### src/rtl/spi_pg_pkg.sv
package spi_pg_pkg;
    localparam int BYTE_W = 8;
    localparam int OFS_W  = 7;
    localparam int CNT_W  = $clog2(BYTE_W);

    typedef enum logic [2:0] {
        ST_IDLE,
        ST_CMD,
        ST_FETCH,
        ST_LOAD,
        ST_XFER,
        ST_STORE,
        ST_DRAIN
    } pg_state_t;
endpackage

### src/rtl/spi_pg_sync.sv
module spi_pg_sync #(
    parameter int         W      = 1,
    parameter int         STAGES = 2,
    parameter logic [W-1:0] RST  = '0
) (
    input  logic         clk,
    input  logic         rst_n,
    input  logic [W-1:0] d,
    output logic [W-1:0] q
);
    logic [STAGES*W-1:0] chain;

    always_ff @(posedge clk or negedge rst_n) begin
        if (!rst_n) chain <= {STAGES{RST}};
        else        chain <= {chain[(STAGES-1)*W-1:0], d};
    end

    assign q = chain[STAGES*W-1 -: W];
endmodule

### src/rtl/spi_pg_shift.sv
module spi_pg_shift
    import spi_pg_pkg::*;
(
    input  logic              clk,
    input  logic              rst_n,
    input  logic              act,
    input  logic              sclk_s,
    input  logic              mosi_s,
    input  logic              load,
    input  logic [BYTE_W-1:0] load_byte,
    output logic              byte_done,
    output logic [BYTE_W-1:0] rx_byte,
    output logic              abort,
    output logic              miso
);
    logic              sclk_d;
    logic              act_d;
    logic [CNT_W-1:0]  cnt;
    logic [BYTE_W-1:0] rx_sr;
    logic [BYTE_W-1:0] tx_sr;
    logic              rise;
    logic              fall;

    assign rise      = sclk_s & ~sclk_d;
    assign fall      = ~sclk_s & sclk_d;
    assign byte_done = act & rise & (cnt == CNT_W'(BYTE_W-1));
    assign rx_byte   = {rx_sr[BYTE_W-2:0], mosi_s};
    assign abort     = act_d & ~act & (cnt != '0);
    assign miso      = tx_sr[BYTE_W-1];

    always_ff @(posedge clk or negedge rst_n) begin
        if (!rst_n) begin
            sclk_d <= 1'b0;
            act_d  <= 1'b0;
            cnt    <= '0;
            rx_sr  <= '0;
            tx_sr  <= '0;
        end else begin
            sclk_d <= sclk_s;
            act_d  <= act;
            if (!act) begin
                cnt   <= '0;
                tx_sr <= '0;
            end else begin
                if (rise) begin
                    cnt   <= cnt + CNT_W'(1);
                    rx_sr <= rx_byte;
                end
                if (load)
                    tx_sr <= load_byte;
                else if (fall && cnt != '0)
                    tx_sr <= {tx_sr[BYTE_W-2:0], 1'b0};
            end
        end
    end
endmodule

### src/rtl/spi_pg_ctrl.sv
module spi_pg_ctrl
    import spi_pg_pkg::*;
(
    input  logic              clk,
    input  logic              rst_n,
    input  logic              act,
    input  logic              byte_done,
    input  logic [BYTE_W-1:0] rx_byte,
    input  logic              abort,
    input  logic              incr_en,
    output logic [OFS_W-1:0]  offset,
    output logic [BYTE_W-1:0] wdata,
    output logic              rd_stb,
    output logic              wr_stb,
    output logic              load,
    output logic              rdy,
    output logic              err
);
    pg_state_t state, nxt;
    logic      is_rd;
    logic      burst;

    always_comb begin
        nxt = state;
        if (!act) begin
            nxt = ST_IDLE;
        end else begin
            unique case (state)
                ST_IDLE:  nxt = ST_CMD;
                ST_CMD:   if (byte_done) nxt = rx_byte[BYTE_W-1] ? ST_FETCH : ST_XFER;
                ST_FETCH: nxt = ST_LOAD;
                ST_LOAD:  nxt = ST_XFER;
                ST_XFER:  if (byte_done) begin
                              if (!is_rd)     nxt = ST_STORE;
                              else if (burst) nxt = ST_FETCH;
                              else            nxt = ST_DRAIN;
                          end
                ST_STORE: nxt = burst ? ST_XFER : ST_DRAIN;
                ST_DRAIN: nxt = ST_DRAIN;
                default:  nxt = ST_IDLE;
            endcase
        end
    end

    always_ff @(posedge clk or negedge rst_n) begin
        if (!rst_n) state <= ST_IDLE;
        else        state <= nxt;
    end

    always_ff @(posedge clk or negedge rst_n) begin
        if (!rst_n) begin
            is_rd  <= 1'b0;
            burst  <= 1'b0;
            offset <= '0;
            wdata  <= '0;
            err    <= 1'b0;
        end else begin
            if (abort)
                err <= 1'b1;
            else if (state == ST_IDLE && act)
                err <= 1'b0;

            if (state == ST_CMD && byte_done) begin
                is_rd  <= rx_byte[BYTE_W-1];
                offset <= rx_byte[OFS_W-1:0];
                burst  <= incr_en;
            end
            if (state == ST_XFER && byte_done) begin
                wdata <= rx_byte;
                if (is_rd && burst) offset <= offset + OFS_W'(1);
            end
            if (state == ST_STORE && burst)
                offset <= offset + OFS_W'(1);
        end
    end

    always_comb begin
        rd_stb = (state == ST_FETCH);
        wr_stb = (state == ST_STORE);
        load   = (state == ST_LOAD);
        rdy    = !err && (state == ST_IDLE || state == ST_CMD ||
                          state == ST_XFER || state == ST_DRAIN);
    end
endmodule

### src/rtl/spi_page_slave.sv
module spi_page_slave
    import spi_pg_pkg::*;
#(
    parameter int PAGE_W      = 3,
    parameter int SYNC_STAGES = 2,
    localparam int ADDR_W     = PAGE_W + OFS_W
) (
    input  logic              clk,
    input  logic              rst_n,
    input  logic              spi_sclk,
    input  logic              spi_ss_n,
    input  logic              spi_mosi,
    output logic              spi_miso,
    output logic              spi_rdy,
    output logic              frame_err,
    input  logic              incr_en,
    input  logic [PAGE_W-1:0] page_sel,
    output logic [ADDR_W-1:0] reg_addr,
    output logic              reg_rd,
    output logic              reg_wr,
    output logic [BYTE_W-1:0] reg_wdata,
    input  logic [BYTE_W-1:0] reg_rdata
);
    logic [2:0]        pins_s;
    logic              act;
    logic              byte_done;
    logic [BYTE_W-1:0] rx_byte;
    logic              abort;
    logic              load;
    logic [OFS_W-1:0]  offset;

    spi_pg_sync #(.W(3), .STAGES(SYNC_STAGES), .RST(3'b010)) u_sync (
        .clk   (clk),
        .rst_n (rst_n),
        .d     ({spi_sclk, spi_ss_n, spi_mosi}),
        .q     (pins_s)
    );

    assign act = ~pins_s[1];

    spi_pg_shift u_shift (
        .clk       (clk),
        .rst_n     (rst_n),
        .act       (act),
        .sclk_s    (pins_s[2]),
        .mosi_s    (pins_s[0]),
        .load      (load),
        .load_byte (reg_rdata),
        .byte_done (byte_done),
        .rx_byte   (rx_byte),
        .abort     (abort),
        .miso      (spi_miso)
    );

    spi_pg_ctrl u_ctrl (
        .clk       (clk),
        .rst_n     (rst_n),
        .act       (act),
        .byte_done (byte_done),
        .rx_byte   (rx_byte),
        .abort     (abort),
        .incr_en   (incr_en),
        .offset    (offset),
        .wdata     (reg_wdata),
        .rd_stb    (reg_rd),
        .wr_stb    (reg_wr),
        .load      (load),
        .rdy       (spi_rdy),
        .err       (frame_err)
    );

    assign reg_addr = {page_sel, offset};
endmodule

### config.mk
export PLATFORM = sky130hd
export DESIGN_NAME = spi_page_slave
export DESIGN_NICKNAME = d
export VERILOG_FILES = /design/src/rtl/spi_pg_pkg.sv /design/src/rtl/spi_pg_sync.sv /design/src/rtl/spi_pg_shift.sv /design/src/rtl/spi_pg_ctrl.sv /design/src/rtl/spi_page_slave.sv
export SDC_FILE = /design/constraint.sdc
export NUM_CORES = 1
export LEC_CHECK = 0
export BUFFER_PORTS_ARGS = -buffer_cell sky130_fd_sc_hd__buf_4
export CAP_MARGIN = 15
export CORE_MARGIN = 1
export CORE_UTILIZATION = 50
export CTS_CLUSTER_DIAMETER = 80
export DETAILED_ROUTE_END_ITERATION = 12
export PLACE_DENSITY = 0.85
export SYNTH_ARGS = -nofsm -noshare
export SYNTH_HDL_FRONTEND = slang
export SYNTH_SLANG_ARGS = --single-unit
### constraint.sdc
create_clock -name clk -period 1.6 [get_ports clk]
set_input_delay 0.16 -clock clk [delete_from_list [all_inputs] [get_ports clk]]
set_output_delay 0.16 -clock clk [all_outputs]
set_load 0.05 [all_outputs]
# Word level (Yosys, flattened, before mapping)

Index checks and enable logic that the tools add are counted.

Flip-flop bits (word level): 47
Input port bits: 17
Output and inout port bits: 23
Logic and storage cells: 69

$add $sub $neg: 2
Eq/ne operators: 9
Mux-type cells: 19
Bitwise logic cells: 9
Reductions and logical operators: 18

Operators with widths:

| cell                  | count |
|---|---|
| $mux W7               | 4 |
| $mux W3               | 8 |
| $mux W8               | 3 |
| $pmux W3 S7           | 1 |
| $eq A3 B3 Y1 const B  | 4 |
| $add A7 B1 Y7 const B | 1 |
| $logic_and A1 B1 Y1   | 7 |
| $and A1 B1 Y1         | 6 |
| $eq A3 B2 Y1 const B  | 2 |
| $ne A3 B2 Y1 const B  | 2 |
| $reduce_bool A3 Y1    | 2 |
| $reduce_and A2 Y1     | 2 |
| $reduce_bool A2 Y1    | 2 |
| $add A3 B1 Y3 const B | 1 |
| $eq A3 B1 Y1 const B  | 1 |
| $logic_not A3 Y1      | 1 |
| $logic_or A1 B1 Y1    | 3 |
| $not A1 Y1            | 3 |
| $mux W1               | 2 |
| $mux W2               | 1 |
| $logic_not A1 Y1      | 1 |

# Depth between registers and ports, before layout

Gate-level depths: netlist of run 1.

Depth in word-level cells: 9
Gate-level depth with buffers: 8
Mapped depth without buffers: 6

# Cells and area by module

Synthesis of run 1 repeated with hierarchy kept, for this count alone.

Cells, all modules: 198
Area total of the unflattened synthesis: 2,278.4 um2

Modules (own cells, without submodules):

| module         | times used | cells each | area an instance (um2) | sequential area each (um2) |
|---|---|---|---|---|
| spi_pg_ctrl    | 1          | 111        | 1,101.1                | 525.5 |
| spi_pg_shift   | 1          | 74         | 975.9                  | 500.5 |
| spi_pg_sync    | 1          | 9          | 175.2                  | 152.6 |
| spi_page_slave | 1          | 4          | 26.3                   | 0.0 |

# Worst setup path before layout of run 1

No wires, ideal clock.

Path type: register to output
Start point: register u_ctrl.state[0]
End point: output spi_rdy
Arrival: 1.897 ns
Data required time: 1.440 ns
Slack: -0.457 ns
Cell stages (with the launch flop): 4
Path buffers: 2
Cell sequence: dfrtp_1 > clkbuf_2 > buf_1 > a211oi_1

Word-level cells in the longest chain between the ends: 5
Elaborated cells between the ends (all ways): 8
Classes of those cells: eq/ne (3); reduce/logical (5)

Ends and longest elaborated chain:

| item                                                    | RTL line             | text |
|---|---|---|
| start: declaration                                      | spi_pg_ctrl.sv:19    | `pg_state_t state, nxt;` |
| start signal: assignment                                | spi_pg_ctrl.sv:47    | `else state <= nxt;` |
| $eq A3 B1 Y1 / $logic_not A3 Y1 (equally long branches) | spi_pg_ctrl.sv:81    | `rdy = !err && (state == ST_IDLE \|\| state == ST_CMD \|\|` |
| $logic_or A1 B1 Y1 (2 in a row)                         | spi_pg_ctrl.sv:81    |  |
| $logic_or A1 B1 Y1 *                                    | spi_pg_ctrl.sv:82    | `state == ST_XFER \|\| state == ST_DRAIN);` |
| $logic_and A1 B1 Y1 *                                   | spi_pg_ctrl.sv:81    |  |
| end: declaration                                        | spi_page_slave.sv:14 | `output logic spi_rdy,` |

Mark *: on every way between the ends. The rest lies on a longest branch, timed or not.

# Worst setup path in the final report of run 1

Start point: register u_shift.cnt[1]
End point: register u_ctrl.wdata[2]

Word-level cells in the longest chain between the ends: 3

Ends and longest elaborated chain:

| item                     | RTL line           | text |
|---|---|---|
| start: declaration       | spi_pg_shift.sv:18 | `logic [CNT_W-1:0] cnt;` |
| start signal: assignment | spi_pg_shift.sv:46 | `cnt <= cnt + CNT_W'(1);` |
| $eq A3 B3 Y1             | spi_pg_shift.sv:26 | `assign byte_done = act & rise & (cnt == CNT_W'(BYTE_W-1));` |
| $and A1 B1 Y1            | spi_pg_shift.sv:26 |  |
| $logic_and A1 B1 Y1      | spi_pg_ctrl.sv:68  | `if (state == ST_XFER && byte_done) begin` |
| end signal: assignment   | spi_pg_ctrl.sv:69  | `wdata <= rx_byte;` |
| end: declaration         | spi_pg_ctrl.sv:12  | `output logic [BYTE_W-1:0] wdata,` |

Every way passes these cells.
A chain may end at the register's enable or synchronous reset.

==> results of run 1 <==
[how the worst min path moves through the flow]
stage | start | end | cells past startpoint
5_1_grt | incr_en | u_ctrl.burst | 3
6_report | incr_en | u_ctrl.burst | 3
3_3_place_gp | rst_n | u_ctrl.offset[2] | 1
3_5_place_dp | rst_n | u_ctrl.offset[2] | 1
4_1_cts | incr_en | u_ctrl.burst | 3
2_1_floorplan | rst_n | u_ctrl.burst | 0
[logic make-up after synthesis]
group,after synthesis,synth area share [%]
XOR/XNOR,1,0.3866
adder cells (fa/ha/maj),4,2.209
flip-flops,47,52.02
AND/OR/NAND/NOR,67,16.34
AO/OA/AOI/OAI,29,11.76
multiplexers,25,11.87
buffers and inverters,18,5.411
[sequential cells by signal, summed over array words and instances (netlist names)]
register and cells:
u_shift.tx_sr 8, u_ctrl.is_rd 1, u_shift.act_d 1, u_shift.sclk_d 1, u_ctrl.burst 1, u_ctrl.err 1, u_ctrl.state 3, u_ctrl.offset 7
u_sync.chain 6, u_shift.cnt 3, u_shift.rx_sr 7, u_ctrl.wdata 8
[worst register-to-register path, delay by kind of cell (launching register included)]
kind / cells / cell delay, ns
DFF: 1 / 0.40
adders and majority gates: 2 / 0.35
muxes: 1 / 0.35
buffers and inverters: 2 / 0.30
and+or+nand+nor: 2 / 0.28
[layer usage]
metal | global-route usage, % | share of wire, %
met5 | 0 | 0
met4 | 10.43 | 2.0
met2 | 30.31 | 49
met1 | 28.29 | 43
met3 | 3.924 | 5.5
[stage by stage]
stage	setup TNS (ns)	cell area [sq um]
floorplan	-0.1870	2280
global placement	-1.151	2623
detailed placement	-2.078	2623
CTS	-1.679	2808
global route	-4.238	2963
finish	-2.444	2963
[cells in the final DEF (no fill, tap or decap), drive strengths merged, types with 2 or more instances in the layout]
master	instances
o21a	2
mux2	15
inv	7
dfstp	2
and3	4
a211oi	2
mux2i	10
dlygate4sd3	4
clkbuf	6
or3	2
o32ai	2
o21ai	3
a32oi	3
ha	4
nand2	21
dfrtp	45
nand3	11
o31ai	8
a21oi	2
buf	55
nor2b	3
nor3	6
nor2	10
nand2b	3
[power by group]
part	internal (mW)	switching, mW
Sequential	1.38	0.249
Clock	0.325	0.449
Combinational	0.517	0.731
[cell type report]
| type | count | area, sq um | share of cell area [%] |
|---|---|---|---|
| Clock buffer | 5 | 68.82 | 2.323 |
| Inverter | 4 | 17.52 | 0.5912 |
| Multi-Input combinational cell | 126 | 1079 | 36.40 |
| Timing Repair Buffer | 60 | 521.8 | 17.61 |
| Tap cell | 52 | 65.06 | 2.196 |
| Sequential cell | 47 | 1185 | 39.99 |
| Clock inverter | 3 | 26.28 | 0.8868 |
[repair_timing]
action,4_1_cts,5_1_grt
resized for setup,10,24
buffers inserted,1,6
cloned,0,2
endpoints found under the setup margin,21,26
endpoints found under the hold margin,48,0
hold buffers,4,0
pin swaps,6,7
==> impl_metrics.ini, run 1 <==
[setup_path]
r2r_end = u_ctrl.wdata[2]
critPathMaxFanout = 8
required_ns = 1.80
rrSetupSlack_ns = -0.18
crit_family = flip-flops
cpMaxStageDelayCell = dfrtp_1
arrival_ns = 1.98
start_kind = flip-flop
r2r-start = u_shift.cnt[1]
criticalPathCategory = reg -> reg
cp.buffers_inverters = 2
crit_chain = ha_2, ha_4, nor4bb_4, buf_4, buf_4, nand3b_4, mux2_2
cp_common_cell = buf_4
cp-end-kind = flip-flop
slowest_delay_ns = 0.40
setup.worst_path.end = u_ctrl.wdata[2]
cp-startpoint = u_shift.cnt[1]
path_depth = 7
worstRegToRegCells = 7

[floorplanning]
die_w_microns = 69.32
die_h_microns = 69.32
rows = 24
core_area_sq_um = 4354
dieArea_sq_um = 4805
ios = 40
start_util_pct = 52.04

[placement]
place_inst = 277
hpwl_microns = 2900
globalplace.congestion = 0.8660
pre_cts_slack_ns = -0.1703
portBuffers = 33

[timing]
rsz0062_at_grt = yes
period_minus_slack_ns = 1.775
drv_slew = 0
final.setup.worst_slack_ns = -0.1754
hold_viol_final = 0
setup_viol = 18
fin_skew_ns = 0.01029
fin_crit_sh_pct = 111.0
max_clock_freq_mhz = 563.3
whs_ns = 0.07229
worst_pin_slew_ns = 0.5898
relSlewSlack_pct = 60.68

[synth]
ys_warn_count = 0
synth-async-reset-ratio_pct = 100.0
synth.avg_cell_area_sq_um = 11.86
synth-edff-count = 0
synth_seq_cells = 47
yosys.cell_types.count = 49
syn_inst = 191
yosysTopAreaCellShare_pct = 49.70
ys_top_cells_by_area = dfrtp_1 50%, mux2_2 7.5%, mux2i_1 4.4%
synth_commonest_cells = 45 x dfrtp_1, 20 x nand2_1, 15 x mux2_2
synth-seq-area-share_pct = 52.02
syn_area_sq_um = 2266
yosysMostFrequentCell = dfrtp_1
yosysTopAreaCell = dfrtp_1
synth_nets = 212
synth-main-ff-cell = dfrtp_1

[clocking]
numCtsBuffers = 5
h-tree-depth = 2
cts_root_buf = clkbuf_8
cts_tree = built
clk_latency_ns = 0.31
cts.path.max_buffers = 2
path_clk_slew_ns = 0.10
cts_sinks = 47

[detailed_routing]
drtAntennaViolNets = 0
finalWirelength_microns = 4726
drc = 0
drt_iter0_markers = 179
num_vias = 1708
vias_per_cell = 5.751
avgRoutedWirePerCell_microns = 15.91
drt_pre_antenna_iters = 4

[final_layout]
syn_to_final_growth_pct = 30.76
fin_nets = 265
drive_gt1_share_pct = 48.16
fillerInstances = 285
fin_cells = 297
diodes = 0
utilization_pct = 68.05

[pwr]
p_total_mw = 3.654
leakage_nw = 1.439
p_per_area_nw_per_um2 = 1233
ir_drop_mv = 0.7596

[hold_path]
hp-class = in -> reg

[global_route]
grt_pass1_wl_microns = 7665
grt_antenna_before_repair = 0
grt_pass1_vias = 1587
grtUsageTotal_pct = 20.33
grt_max_degree = 48
grt_overflow = 0

[run]
drv_cap = 0

[outcome]
status = finished with violations
violations = setup timing
Power figures use the tool's default switching activity.
==> inputs of run 2 (changes only) <==
==> constraint.sdc (replaced) <==
create_clock -name clk -period 1.6 [get_ports clk]
set_input_delay 0 -clock clk [delete_from_list [all_inputs] [get_ports clk]]
set_output_delay 0 -clock clk [all_outputs]
set_load 0.05 [all_outputs]
==> run 2 against run 1 <==
Net effect: the run still ends with setup timing left; utilization is 3.4 points higher; hold slack worse by 0.072 ns; first-iteration DRC count fell by 16%; global-route usage increased by 1.2 points; largest power group unchanged.
==> impl_metrics.ini, run 2 (same netlist as run 1, synthesis figures left out) <==
[global_route]
grt_pass1_wl_microns = 8169
grt_overflow = 0
grtUsageTotal_pct = 21.53
grt_max_degree = 48
grt_antenna_before_repair = 0
grt_pass1_vias = 1823

[outcome]
violations = setup timing
status = finished with violations

[final_layout]
fin_cells = 307
final_cell_mix = 58 x buf_4, 43 x dfrtp_1, 15 x mux2_2
fin_nets = 275
final_cell_area_sq_um = 3113
syn_to_final_growth_pct = 37.38
utilization_pct = 71.49
diodes = 0
drive_gt1_share_pct = 51.76
largestRegisters = u_ctrl.wdata (8), u_shift.tx_sr (8)
final_common_cell = buf_4

[timing]
tns_ns = -3.960
setup_viol = 28
fin_crit_sh_pct = 113.2
hold_viol_final = 0
drv_slew = 0
rsz0062_at_grt = yes
final.setup.worst_slack_ns = -0.2119
max_clock_freq_mhz = 551.9
fin_skew_ns = 0.01007
worst_pin_slew_ns = 0.5926
relSlewSlack_pct = 60.50
period_minus_slack_ns = 1.812

[setup_path]
cpMaxStageDelayCell = dfrtp_1
crit_chain = ha_4, ha_4, nor4bb_4, buf_4, a32oi_4, buf_12, o32ai_4, nor3b_2
crit_family = flip-flops
start_kind = flip-flop
cp.buffers_inverters = 2
criticalPathCategory = reg -> reg
required_ns = 1.80
cp-end-kind = flip-flop
arrival_ns = 2.01
slowest_delay_ns = 0.40
cp_common_cell = ha_4
critPathMaxFanout = 7

[clocking]
cts.path.max_buffers = 2
h-tree-depth = 2
cts_tree = built
numCtsBuffers = 5
cts_root_buf = clkbuf_8
clk_latency_ns = 0.30
path_clk_slew_ns = 0.09
cts_sinks = 47

[detailed_routing]
drc = 0
avgRoutedWirePerCell_microns = 17.12
drtAntennaViolNets = 0
finalWirelength_microns = 5255
num_vias = 1761
drt_iter0_markers = 151
drt_pre_antenna_iters = 4
vias_per_cell = 5.736

[placement]
portBuffers = 33
dpl_cell_area_sq_um = 2663
globalplace.congestion = 0.8082
place_inst = 284
hpwl_microns = 3132

[pwr]
leakage_nw = 1.508
p_total_mw = 3.933
p_per_area_nw_per_um2 = 1263
ir_drop_mv = 0.7595

[floorplanning]
die_w_microns = 69.32
rows = 24
die_h_microns = 69.32
core_area_sq_um = 4354
start_util_pct = 52.04
dieArea_sq_um = 4805
ios = 40

[run]
drv_cap = 0

[hold_path]
hp-class = in -> out
-- run 2: path summary, 6_finish.rpt --
kind,to,start,cells past startpoint,slack (ns)
min reg2reg,u_sync.chain[4],u_sync.chain[1],0,0.36
min in group asynchronous,u_ctrl.offset[2],rst_n,2,0.23
max reg2reg,u_ctrl.offset[4],u_shift.cnt[0],8,-0.21
max in group asynchronous,u_ctrl.offset[0],rst_n,2,0.95
min,reg_addr[7],page_sel[0],0,0.00002
max,u_ctrl.offset[4],u_shift.cnt[0],8,-0.21
-- run 2: through the flow --
stage | hold WS (ns) | setup WS (ns)
2_1_floorplan | -0.2956 | -0.04456
3_3_place_gp | 0.0005889 | -0.1748
3_5_place_dp | 0.0005889 | -0.2701
4_1_cts | 0.0005889 | -0.2210
5_1_grt | 0.00007343 | -0.3314
6_report | 0.00002198 | -0.2119
-- run 2: worst register-to-register path, cell delays in order, from the launching register on --
cell and delay (ns):
dfrtp_1 0.40, ha_4 0.16, ha_4 0.11, nor4bb_4 0.30, buf_4 0.20, a32oi_4 0.09
buf_12 0.18, o32ai_4 0.21, nor3b_2 0.06
-- run 2: power by group --
| group | internal (mW) | total (mW) | switching [mW] |
|---|---|---|---|
| Sequential | 1.38 | 1.64 | 0.263 |
| Clock | 0.623 | 1.03 | 0.406 |
| Combinational | 0.525 | 1.26 | 0.736 |
-- run 2: routing by layer --
layer	share of wire, %	wire [microns]	track usage (%)	vias up
li1	-	-	-	804
met3	4.9	257	5.233	14
met2	52	2728	36.35	64
met1	41	2171	26.02	879
met4	1.8	97	9.751	0
met5	0	0	0	-
-- run 2: layout make-up --
class,instances,area [sq um]
sequential,47,1181
clock buffer,5,68.82
multi-input combinational,126,1116
clock inverter,3,67.56
tap,52,65.06
inverter,4,20.02
timing repair buffer,70,594.3
fill,266,1241
-- run 2: timing repair --
action                                  4_1_cts  5_1_grt
cloned                                        0        1
resized for setup                             4       33
endpoints found under the setup margin       20       29
hold endpoints to repair                     50        0
hold buffers                                  6        0
pin swaps                                     8       15
setup buffers                                 3        6
